--- src/rtl/effect_log_pkg.sv ---
package effect_log_pkg;

  localparam logic [15:0] EFF_CFG = 16'h0002;
  localparam logic [15:0] EFF_POL = 16'h0008;
  localparam logic [15:0] EFF_LOG = 16'h0010;

  localparam logic [7:0] RC_OK        = 8'h00;
  localparam logic [7:0] RC_BAD_INPUT = 8'h02;
  localparam logic [7:0] RC_UNSUP     = 8'h03;

  localparam logic [15:0] SIZE_DESC_BYTES = 16'd28;

  typedef struct packed {
    logic        sup;
    logic [15:0] effect;
  } op_info_t;

  function automatic op_info_t op_lookup(input logic [7:0] set_v, input logic [7:0] cmd_v);
    op_info_t r;
    r = '0;
    case ({set_v, cmd_v})
      16'h0100: r = '{1'b1, 16'h0000};
      16'h0101: r = '{1'b1, EFF_LOG};
      16'h0102: r = '{1'b1, 16'h0000};
      16'h0103: r = '{1'b1, EFF_CFG};
      16'h0200: r = '{1'b1, 16'h0000};
      16'h0300: r = '{1'b1, 16'h0000};
      16'h0301: r = '{1'b1, EFF_POL};
      16'h0400: r = '{1'b1, 16'h0000};
      16'h0401: r = '{1'b1, 16'h0000};
      16'h0500: r = '{1'b1, 16'h0000};
      16'h0600: r = '{1'b1, 16'h0000};
      default:  r = '0;
    endcase
    return r;
  endfunction

endpackage

--- src/rtl/effect_log_ram.sv ---
module effect_log_ram #(
  parameter int DEPTH = 64,
  parameter int AW    = (DEPTH > 1) ? $clog2(DEPTH) : 1
) (
  input  logic          clk_i,
  input  logic          we_i,
  input  logic [AW-1:0] waddr_i,
  input  logic [31:0]   wdata_i,
  input  logic [AW-1:0] raddr_i,
  output logic [31:0]   rdata_o
);

  logic [31:0] mem_q [DEPTH];

  always_ff @(posedge clk_i) begin
    if (we_i) mem_q[waddr_i] <= wdata_i;
  end

  assign rdata_o = mem_q[raddr_i];

endmodule

--- src/rtl/effect_log_scan.sv ---
module effect_log_scan
  import effect_log_pkg::*;
#(
  parameter int SET_W = 8,
  parameter int CMD_W = 8,
  parameter int DEPTH = 64,
  parameter int AW    = (DEPTH > 1) ? $clog2(DEPTH) : 1,
  parameter int CNT_W = $clog2(DEPTH + 1)
) (
  input  logic             clk_i,
  input  logic             rst_ni,
  input  logic             start_i,
  output logic             we_o,
  output logic [AW-1:0]    waddr_o,
  output logic [31:0]      wdata_o,
  output logic [CNT_W-1:0] count_o,
  output logic             busy_o,
  output logic             done_o,
  output logic             overflow_o
);

  localparam int              OP_W    = SET_W + CMD_W;
  localparam logic [OP_W-1:0] OP_MAX  = '1;
  localparam logic [CNT_W-1:0] DEPTH_C = CNT_W'(DEPTH);

  typedef enum logic [1:0] {SC_IDLE, SC_RUN, SC_DONE} sc_state_e;

  sc_state_e        state_q;
  logic [OP_W-1:0]  op_q;
  logic [CNT_W-1:0] count_q;
  logic             done_q, ovf_q;
  logic [7:0]       set8, cmd8;
  op_info_t         info;
  logic             full;

  always_comb begin
    set8 = '0;
    cmd8 = '0;
    set8[SET_W-1:0] = op_q[OP_W-1:CMD_W];
    cmd8[CMD_W-1:0] = op_q[CMD_W-1:0];
  end

  assign info = op_lookup(set8, cmd8);
  assign full = (count_q == DEPTH_C);

  assign we_o    = (state_q == SC_RUN) && info.sup && !full;
  assign waddr_o = count_q[AW-1:0];
  assign wdata_o = {info.effect, set8, cmd8};

  always_ff @(posedge clk_i or negedge rst_ni) begin
    if (!rst_ni) begin
      state_q <= SC_IDLE;
      op_q    <= '0;
      count_q <= '0;
      done_q  <= 1'b0;
      ovf_q   <= 1'b0;
    end else begin
      case (state_q)
        SC_RUN: begin
          if (info.sup && full) begin
            ovf_q   <= 1'b1;
            done_q  <= 1'b1;
            state_q <= SC_DONE;
          end else begin
            if (info.sup) count_q <= count_q + 1'b1;
            if (op_q == OP_MAX) begin
              done_q  <= 1'b1;
              state_q <= SC_DONE;
            end else begin
              op_q <= op_q + 1'b1;
            end
          end
        end
        default: begin
          if (start_i) begin
            state_q <= SC_RUN;
            op_q    <= '0;
            count_q <= '0;
            done_q  <= 1'b0;
            ovf_q   <= 1'b0;
          end
        end
      endcase
    end
  end

  assign count_o    = count_q;
  assign busy_o     = (state_q == SC_RUN);
  assign done_o     = done_q;
  assign overflow_o = ovf_q;


  count_bound_chk: assert property (@(posedge clk_i) disable iff (!rst_ni)
    count_q <= DEPTH_C);


  ovf_full_chk: assert property (@(posedge clk_i) disable iff (!rst_ni)
    ovf_q |-> (count_q == DEPTH_C) && done_q);


  scan_step_chk: assert property (@(posedge clk_i) disable iff (!rst_ni)
    (state_q == SC_RUN) && (op_q != OP_MAX) && !(info.sup && full) |=> op_q == $past(op_q) + 1'b1);

endmodule

--- src/rtl/effect_log_serve.sv ---
module effect_log_serve
  import effect_log_pkg::*;
#(
  parameter int           DEPTH         = 64,
  parameter int           AW            = (DEPTH > 1) ? $clog2(DEPTH) : 1,
  parameter int           CNT_W         = $clog2(DEPTH + 1),
  parameter int           PAYLOAD_BYTES = 512,
  parameter logic [127:0] LOG_ID        = 128'h0
) (
  input  logic             clk_i,
  input  logic             rst_ni,
  input  logic             log_ready_i,
  input  logic [CNT_W-1:0] count_i,
  output logic [AW-1:0]    raddr_o,
  input  logic [31:0]      rdata_i,
  input  logic             req_valid_i,
  input  logic             req_kind_i,
  input  logic [15:0]      req_off_i,
  input  logic [15:0]      req_len_i,
  input  logic [127:0]     req_id_i,
  output logic             ready_o,
  output logic             byte_valid_o,
  output logic [7:0]       byte_data_o,
  output logic             byte_last_o,
  output logic             resp_valid_o,
  output logic [7:0]       resp_code_o,
  output logic [15:0]      resp_len_o
);

  localparam logic [16:0] LIMIT = 17'(PAYLOAD_BYTES);

  typedef enum logic [1:0] {SV_IDLE, SV_STREAM, SV_RESP} sv_state_e;

  sv_state_e   state_q;
  logic        src_size_q;
  logic [15:0] pos_q, left_q, rlen_q;
  logic [7:0]  code_q;

  logic        accept, bad_range, id_miss;
  logic [16:0] end_sum;
  logic [31:0] log_bytes;
  logic [15:0] word_idx, count16;
  logic [7:0]  size_byte, log_byte;
  int          p;

  assign ready_o   = log_ready_i && (state_q == SV_IDLE);
  assign accept    = req_valid_i && ready_o;
  assign end_sum   = {1'b0, req_off_i} + {1'b0, req_len_i};
  assign bad_range = end_sum > LIMIT;
  assign id_miss   = req_id_i != LOG_ID;
  assign log_bytes = 32'(count_i) << 2;

  always_comb begin
    p = int'(pos_q);
    size_byte = '0;
    if (p == 0) size_byte = 8'd1;
    else if (p >= 8 && p < 24) size_byte = LOG_ID[8*(p-8) +: 8];
    else if (p >= 24 && p < 28) size_byte = log_bytes[8*(p-24) +: 8];
  end

  assign word_idx = {2'b00, pos_q[15:2]};
  assign count16  = 16'(count_i);
  assign raddr_o  = word_idx[AW-1:0];
  assign log_byte = (word_idx < count16) ? rdata_i[8*pos_q[1:0] +: 8] : 8'h00;

  always_ff @(posedge clk_i or negedge rst_ni) begin
    if (!rst_ni) begin
      state_q    <= SV_IDLE;
      src_size_q <= 1'b0;
      pos_q      <= '0;
      left_q     <= '0;
      rlen_q     <= '0;
      code_q     <= RC_OK;
    end else begin
      case (state_q)
        SV_IDLE: begin
          if (accept) begin
            if (!req_kind_i) begin
              src_size_q <= 1'b1;
              pos_q      <= '0;
              left_q     <= SIZE_DESC_BYTES;
              rlen_q     <= SIZE_DESC_BYTES;
              code_q     <= RC_OK;
              state_q    <= SV_STREAM;
            end else if (bad_range) begin
              code_q  <= RC_BAD_INPUT;
              rlen_q  <= '0;
              state_q <= SV_RESP;
            end else if (id_miss) begin
              code_q  <= RC_UNSUP;
              rlen_q  <= '0;
              state_q <= SV_RESP;
            end else if (req_len_i == '0) begin
              code_q  <= RC_OK;
              rlen_q  <= '0;
              state_q <= SV_RESP;
            end else begin
              src_size_q <= 1'b0;
              pos_q      <= req_off_i;
              left_q     <= req_len_i;
              rlen_q     <= req_len_i;
              code_q     <= RC_OK;
              state_q    <= SV_STREAM;
            end
          end
        end
        SV_STREAM: begin
          pos_q  <= pos_q + 1'b1;
          left_q <= left_q - 1'b1;
          if (left_q == 16'd1) state_q <= SV_RESP;
        end
        default: state_q <= SV_IDLE;
      endcase
    end
  end

  assign byte_valid_o = (state_q == SV_STREAM);
  assign byte_data_o  = src_size_q ? size_byte : log_byte;
  assign byte_last_o  = (state_q == SV_STREAM) && (left_q == 16'd1);
  assign resp_valid_o = (state_q == SV_RESP);
  assign resp_code_o  = code_q;
  assign resp_len_o   = rlen_q;


  bad_input_len_chk: assert property (@(posedge clk_i) disable iff (!rst_ni)
    resp_valid_o && (resp_code_o == RC_BAD_INPUT) |-> resp_len_o == '0);


  last_then_resp_chk: assert property (@(posedge clk_i) disable iff (!rst_ni)
    byte_last_o |=> resp_valid_o && (resp_code_o == RC_OK));


  byte_resp_excl_chk: assert property (@(posedge clk_i) disable iff (!rst_ni)
    !(byte_valid_o && resp_valid_o));


  busy_not_ready_chk: assert property (@(posedge clk_i) disable iff (!rst_ni)
    (byte_valid_o || resp_valid_o) |-> !ready_o);

endmodule

--- src/rtl/effect_log_gen.sv ---
module effect_log_gen #(
  parameter int           SET_W         = 8,
  parameter int           CMD_W         = 8,
  parameter int           DEPTH         = 64,
  parameter int           PAYLOAD_BYTES = 512,
  parameter logic [127:0] LOG_ID        = 128'h6e21_d4f0_93ab_4c57_a812_3be9_70c4_1f5d
) (
  input  logic         clk_i,
  input  logic         rst_ni,
  input  logic         init_start_i,
  output logic         init_done_o,
  output logic         overflow_o,
  input  logic         req_valid_i,
  input  logic         req_kind_i,
  input  logic [15:0]  req_off_i,
  input  logic [15:0]  req_len_i,
  input  logic [127:0] req_id_i,
  output logic         ready_o,
  output logic         byte_valid_o,
  output logic [7:0]   byte_data_o,
  output logic         byte_last_o,
  output logic         resp_valid_o,
  output logic [7:0]   resp_code_o,
  output logic [15:0]  resp_len_o
);

  localparam int AW    = (DEPTH > 1) ? $clog2(DEPTH) : 1;
  localparam int CNT_W = $clog2(DEPTH + 1);

  logic             we, scan_busy;
  logic [AW-1:0]    waddr, raddr;
  logic [31:0]      wdata, rdata;
  logic [CNT_W-1:0] count;

  effect_log_scan #(
    .SET_W(SET_W), .CMD_W(CMD_W), .DEPTH(DEPTH), .AW(AW), .CNT_W(CNT_W)
  ) u_scan (
    .clk_i      (clk_i),
    .rst_ni     (rst_ni),
    .start_i    (init_start_i),
    .we_o       (we),
    .waddr_o    (waddr),
    .wdata_o    (wdata),
    .count_o    (count),
    .busy_o     (scan_busy),
    .done_o     (init_done_o),
    .overflow_o (overflow_o)
  );

  effect_log_ram #(.DEPTH(DEPTH), .AW(AW)) u_ram (
    .clk_i   (clk_i),
    .we_i    (we),
    .waddr_i (waddr),
    .wdata_i (wdata),
    .raddr_i (raddr),
    .rdata_o (rdata)
  );

  effect_log_serve #(
    .DEPTH(DEPTH), .AW(AW), .CNT_W(CNT_W),
    .PAYLOAD_BYTES(PAYLOAD_BYTES), .LOG_ID(LOG_ID)
  ) u_serve (
    .clk_i        (clk_i),
    .rst_ni       (rst_ni),
    .log_ready_i  (init_done_o),
    .count_i      (count),
    .raddr_o      (raddr),
    .rdata_i      (rdata),
    .req_valid_i  (req_valid_i),
    .req_kind_i   (req_kind_i),
    .req_off_i    (req_off_i),
    .req_len_i    (req_len_i),
    .req_id_i     (req_id_i),
    .ready_o      (ready_o),
    .byte_valid_o (byte_valid_o),
    .byte_data_o  (byte_data_o),
    .byte_last_o  (byte_last_o),
    .resp_valid_o (resp_valid_o),
    .resp_code_o  (resp_code_o),
    .resp_len_o   (resp_len_o)
  );


  scan_blocks_req_chk: assert property (@(posedge clk_i) disable iff (!rst_ni)
    scan_busy |-> !ready_o && !init_done_o);

endmodule

--- config.mk ---
export PLATFORM = sky130hd
export DESIGN_NAME = effect_log_gen
export DESIGN_NICKNAME = d
export VERILOG_FILES = /design/src/rtl/effect_log_pkg.sv /design/src/rtl/effect_log_ram.sv /design/src/rtl/effect_log_scan.sv /design/src/rtl/effect_log_serve.sv /design/src/rtl/effect_log_gen.sv
export SDC_FILE = /design/constraint.sdc
export NUM_CORES = 2
export LEC_CHECK = 0
export CAP_MARGIN = 20
export CORE_MARGIN = 4
export CORE_UTILIZATION = 49
export CTS_CLUSTER_SIZE = 14
export DETAILED_ROUTE_END_ITERATION = 7
export HOLD_SLACK_MARGIN = 0.15
export MAX_ROUTING_LAYER = met4
export PLACE_DENSITY = 0.66
export REMOVE_ABC_BUFFERS = 1
export SLEW_MARGIN = 20
export SYNTH_ARGS = -nofsm -noshare
export SYNTH_HDL_FRONTEND = slang
export SYNTH_SLANG_ARGS = --single-unit
--- constraint.sdc ---
create_clock -name clk_i -period 5.75 [get_ports clk_i]
set_clock_uncertainty 0.15 [all_clocks]
set_input_delay 1.15 -clock clk_i [delete_from_list [all_inputs] [get_ports clk_i]]
set_output_delay 1.15 -clock clk_i [all_outputs]
set_load 0.03 [all_outputs]
# ---- Word-level counts from Yosys, hierarchy flattened
# Memory sizes are Yosys's and may differ from the RTL's.
# Index checks and enable logic that the tools add are counted.
dict set report classes {
  magnitude_cmp 6
  muxes 56
  add_sub_neg 7
  reduce_logical 23
  shift 3
  eq_ne 31
}
# op n
set op_table {}
lappend op_table {{$mux 16} 18}
lappend op_table {{$ne 128x127->1 const B} 1}
lappend op_table {{$shiftx 128x32->8 const A} 1}
lappend op_table {{$pmux 17 s4} 1}
lappend op_table {{$eq 16x11->1 const B} 4}
lappend op_table {{$eq 16x9->1 const B} 4}
lappend op_table {{$pmux 16 s2} 2}
lappend op_table {{$mux 8} 7}
lappend op_table {{$eq 16x10->1 const B} 3}
lappend op_table {{$add 16x1->16 const B} 2}
lappend op_table {{$logic_not 16->1} 2}
lappend op_table {{$lt 16x5->1 const B} 2}
lappend op_table {{$shiftx 32x32->8} 1}
lappend op_table {{$shiftx 32x6->8} 1}
lappend op_table {{$mux 7} 4}
lappend op_table {{$mux 2} 11}
lappend op_table {{$add 16x16->17} 1}
lappend op_table {{$gt 17x10->1 const B} 1}
lappend op_table {{$sub 16x4->17 const B} 1}
lappend op_table {{$sub 16x5->17 const B} 1}
lappend op_table {{$eq 16x1->1 const B} 1}
lappend op_table {{$eq 16x16->1 const B} 1}
lappend op_table {{$ge 16x4->1 const B} 1}
lappend op_table {{$ge 16x5->1 const B} 1}
lappend op_table {{other kinds (20)} 54}
dict set report totals {
  input_bits 165
  out_inout_bits 38
  register_bits 86
  mem_count 1
  mem_bits_rw 2048
  wordCells 138
}
# memory words word_bits rd rd_ports_with_merged_regs write_ports line_no
set mem_list {}
lappend mem_list {u_ram.mem_q 64 32 1 0 1 effect_log_ram.sv:13} ;# logic [31:0] mem_q [DEPTH];

# ---- Logic depth before layout (Yosys ltp)
dict set report logic_depth {
  word_depth 7
  mapped_depth 13
}

# ---- Modules after synthesis
# Synthesis repeated with hierarchy kept, for this count alone.
dict set report unflattened {
  hier_cells 4114
  hier_area_um2 84780.1
}
# module area_each_um2 seq_area_each_um2 n_inst cells_each
set modules_own_cells {}
lappend modules_own_cells {effect_log_ram 77872.2 61499.0 1 3292}
lappend modules_own_cells {effect_log_serve 5099.9 1326.3 1 605}
lappend modules_own_cells {effect_log_scan 1808.0 650.6 1 217}

# ---- Least setup slack after synthesis
# Ideal clock, no wire load.
dict set report synth_path {
  kind {register -> output}
  from {register u_serve.pos_q[3]}
  to {output port byte_data_o[3]}
  t_required_ps 4450
  stages_incl_launch_ff 11
  t_arrival_ps 3455
  path_slack_ps 995
  cell_sequence {dfrtp_1 > clkbuf_1 > clkbuf_1 > buf_1 > inv_1 > ha_1 > xor2_1 > nor4b_1 > o31a_1 > a41oi_1 > o221ai_1}
}
dict set report synth_via {
  elab_chain_len 6
  elab_cells_between_ends 19
  cone_classes {2 x add/sub; 5 x order compare; 3 x shift; 5 x mux; 3 x reduce/logical; 1 x memory}
}
# item line_no
set synth_lines {}
lappend synth_lines {{start, declared} effect_log_serve.sv:36} ;# logic [15:0] pos_q, left_q, rlen_q;
lappend synth_lines {{start signal, assigned} effect_log_serve.sv:99} ;# pos_q <= req_off_i;
lappend synth_lines {{start signal, assigned} effect_log_serve.sv:108} ;# pos_q <= pos_q + 1'b1;
lappend synth_lines {{parallel branches: the longest is 5 deep, another holds $sub 16x4->17} --}
lappend synth_lines {{$mux 8 (*)} effect_log_serve.sv:118} ;# assign byte_data_o = src_size_q ? size_byte : log_byte;
lappend synth_lines {{end, declared} effect_log_gen.sv:20} ;# output logic [7:0] byte_data_o,
# Mark *: on every way between the ends.

# ---- Worst setup path in the final report
dict set report layout_path {
  from {register u_serve.pos_q[2]}
  to {output port byte_data_o[7]}
}
# Same word-level chain as after synthesis.

==> flow_summary.ini <==
[pwr]
p_per_area_mw_per_mm2 = 337
vdd_drop_max_mv = 0.246
total_power_w = 0.0208
power.internal_w = 0.0162
p_leak_nw = 19.9
clock_power_share = 0.400
swShare = 0.223
pwr-share-comb = 0.065
switching_power_w = 0.00465
seq_power_share = 0.536

[critical_path]
timing.rr.end = u_ram.mem_q[27][1]$_DFFE_PP_
path_class = flop to primary output
end_kind = primary output
startpoint_type = flop
reg2reg_slack_ns = 1.32
required_ns = 4.45
reg2regPathDepth = 9
crit_fanout = 47
arrival_ns = 4.29
r2r-start = u_scan.op_q[9]$_DFFE_PN0P_

[sta]
finalCriticalPeriod_ns = 5.59
max_slew_margin = 0.327
finalSetupTns_ns = 0
hold_viol = 0
maxSlewViolCount = 0
rsz0062_at_grt = false
tightestPinTransition_ns = 1.01
setup_viol = 0
fmax_ghz = 0.179
fin_ws_ns = 0.157
hold_ws_ns = 0.275
post-route-period-util = 0.973

[synth]
syn-mean-instance-area_um2 = 20.5
yosysTopAreaCellShare = 0.692
synth.most_common_cell = edfxtp_1
seq_area_frac_synth = 0.729
async_reset_ff_frac = 0.0610
synth_area_leaders = edfxtp_1 (69%), mux4_2 (17%), dfrtp_1 (3.7%), nor2_1 (1.0%), ha_1 (0.83%)
ys_top_cells_by_count = edfxtp_1 (1216), mux4_2 (399), nor2_1 (142)
synth_cells = 2574
netlist_area_mm2 = 0.0528
synth_ff_type = edfxtp_1
yosysTopAreaCell = edfxtp_1
ys_types = 91
ys_ff_latch = 1295
synth-edff-count = 1216
ys.warnings.count = 0

[placement]
dp_slack_ns = 0.361
hpwlAfterDp_um = 84000
place_congestion = 1.02
placed_area_mm2 = 0.0573
numPortBuffers = 196

[floorplan]
dieArea_mm2 = 0.113
die_h_um = 336
rows = 120
initial_core_util = 0.493
core_mm2 = 0.107
io_pins = 203
die_width_um = 336

[global_route]
grt_pass1_wl_um = 203000
gr-total-overflow = 0
antenna_found_initial = 8
grt_pass1_vias = 28428
grt_max_degree = 70
grt_util_all_layers = 0.262

[flow_run]
cap_violations = 0

[clocking]
clock-sinks = 1295
clock_latency_ns = 0.73
numCtsBuffers = 131
tritoncts = built
clk_path_buf_depth = 3
clk_pin_slew_ns = 0.07
cts-htree-levels = 4
cts_root_buf = clkbuf_16

[routing]
initialDrtViolationCount = 3383
ant_nets = 0
wl_um = 143000
vias = 28391
wl_per_cell_um = 32.3
dr.pass1.iters = 6
drc = 0
via_per_inst = 6.41

[final_layout]
final_cell_area_mm2 = 0.0618
synthToLayoutAreaGrowth_pct = 17.0
drive_above_1_share = 0.283
nNetsFinal = 3116

[min_path]
hold_path_class = input port to async pin

[run_status]
run_status = completed
==> cell type report <==
| cell class | instances | area, µm² |
|---|---|---|
| antenna | 8 | 20.0 |
| sequential | 1295 | 38500 |
| tap | 1403 | 1760 |
| clock buffer | 161 | 3530 |
| multi-input combinational | 1122 | 13800 |
| timing repair buffer | 332 | 3320 |
| fill | 7674 | 45300 |
| inverter | 33 | 138 |
| clock inverter | 73 | 654 |
==> through the flow <==
stage	util	cells
final	0.577	4427
after detailed placement	0.536	4178
after floorplan	-	2450
after global routing	0.577	4425
after global placement	0.535	4177
after CTS	0.576	4420
==> cells in the final DEF, fill, tap and decap left out, drive strengths merged, types with 13 or more instances in the layout <==
master,netlist,layout
mux4,399,399
nand2,78,78
inv,29,33
a21oi,30,30
buf,52,139
nor3,35,35
clkinv,4,54
o21ai,32,32
ha,35,35
nor2,142,142
and3,13,13
xnor2,15,15
clkdlybuf4s50,0,187
a22o,15,15
clkbuf,77,161
nand3,49,49
nand4,24,24
dfrtp,79,79
nor4b,21,21
a21o,15,15
nor4,23,23
edfxtp,1216,1216
==> sequential cells by signal, indices dropped and copies added (netlist names), 2 cells and up <==
| name | count |
|---|---|
| u_ram.mem_q | 1216 |
| u_scan.op_q | 16 |
| u_serve.left_q | 16 |
| u_serve.pos_q | 16 |
| u_serve.resp_len_o | 16 |
| u_scan.count_o | 7 |
| u_serve.resp_code_o | 2 |
| u_serve.state_q | 2 |
==> cell families after synthesis <==
group / count (synthesis) / share of synthesized area
flops: 1295 / 0.729
simple gates: 462 / 0.0465
mux: 413 / 0.173
compound gates: 183 / 0.0257
buf+inv: 162 / 0.0135
fa+ha+maj: 36 / 0.00867
xor+xnor: 22 / 0.00365
other cells: 1 / 0.0000710
==> power groups by stage <==
stage,Combinational (W),Sequential [W],Clock (W)
6_report,0.00135,0.0111,0.00832
5_1_grt,0.00143,0.0112,0.00887
4_1_cts,0.00132,0.0111,0.00846
3_5_place_dp,0.00131,0.0113,0
3_3_place_gp,0.00124,0.0113,0
2_1_floorplan,0.000420,0.0115,0
==> worst max path at each step <==
stage | start | end | slack (ns)
after global placement | u_serve.pos_q[2]$_DFFE_PN0P_ | byte_data_o[3] | 0.34
after detailed placement | u_serve.pos_q[2]$_DFFE_PN0P_ | byte_data_o[3] | 0.36
after floorplan | u_serve.pos_q[2]$_DFFE_PN0P_ | byte_data_o[3] | -9.37
after CTS | u_serve.pos_q[4]$_DFFE_PN0P_ | byte_data_o[1] | 0.007
after global routing | u_serve.pos_q[2]$_DFFE_PN0P_ | byte_data_o[7] | 0.02
final | u_serve.pos_q[2]$_DFFE_PN0P_ | byte_data_o[7] | 0.16
==> routing by layer <==
metal  wire length (µm)  GRT usage  vias up
met5                  0          -        -
met4               5620      0.103        0
met3              12900     0.0554      263
li1                   -          -    11554
met2              70000      0.415     1526
met1              54500      0.338    15048
==> timing repair <==
action	4_1_cts	5_1_grt
hold buffers	0	0
endpoints found under the hold margin	0	0
setup buffers	6	0
endpoints found under the setup margin	8	3
resized for setup	10	6
cloned	2	0
==> worst max-delay path: stages (launching register included) <==
cell           delay, ns
dfrtp_4             0.46
buf_12              0.16
buf_12              0.33
mux4_2              0.58
mux4_2              0.55
mux4_2              0.47
mux2i_1             0.36
o22ai_1             0.16
dlygate4sd2_1       0.44
Power figures use the tool's default switching activity.
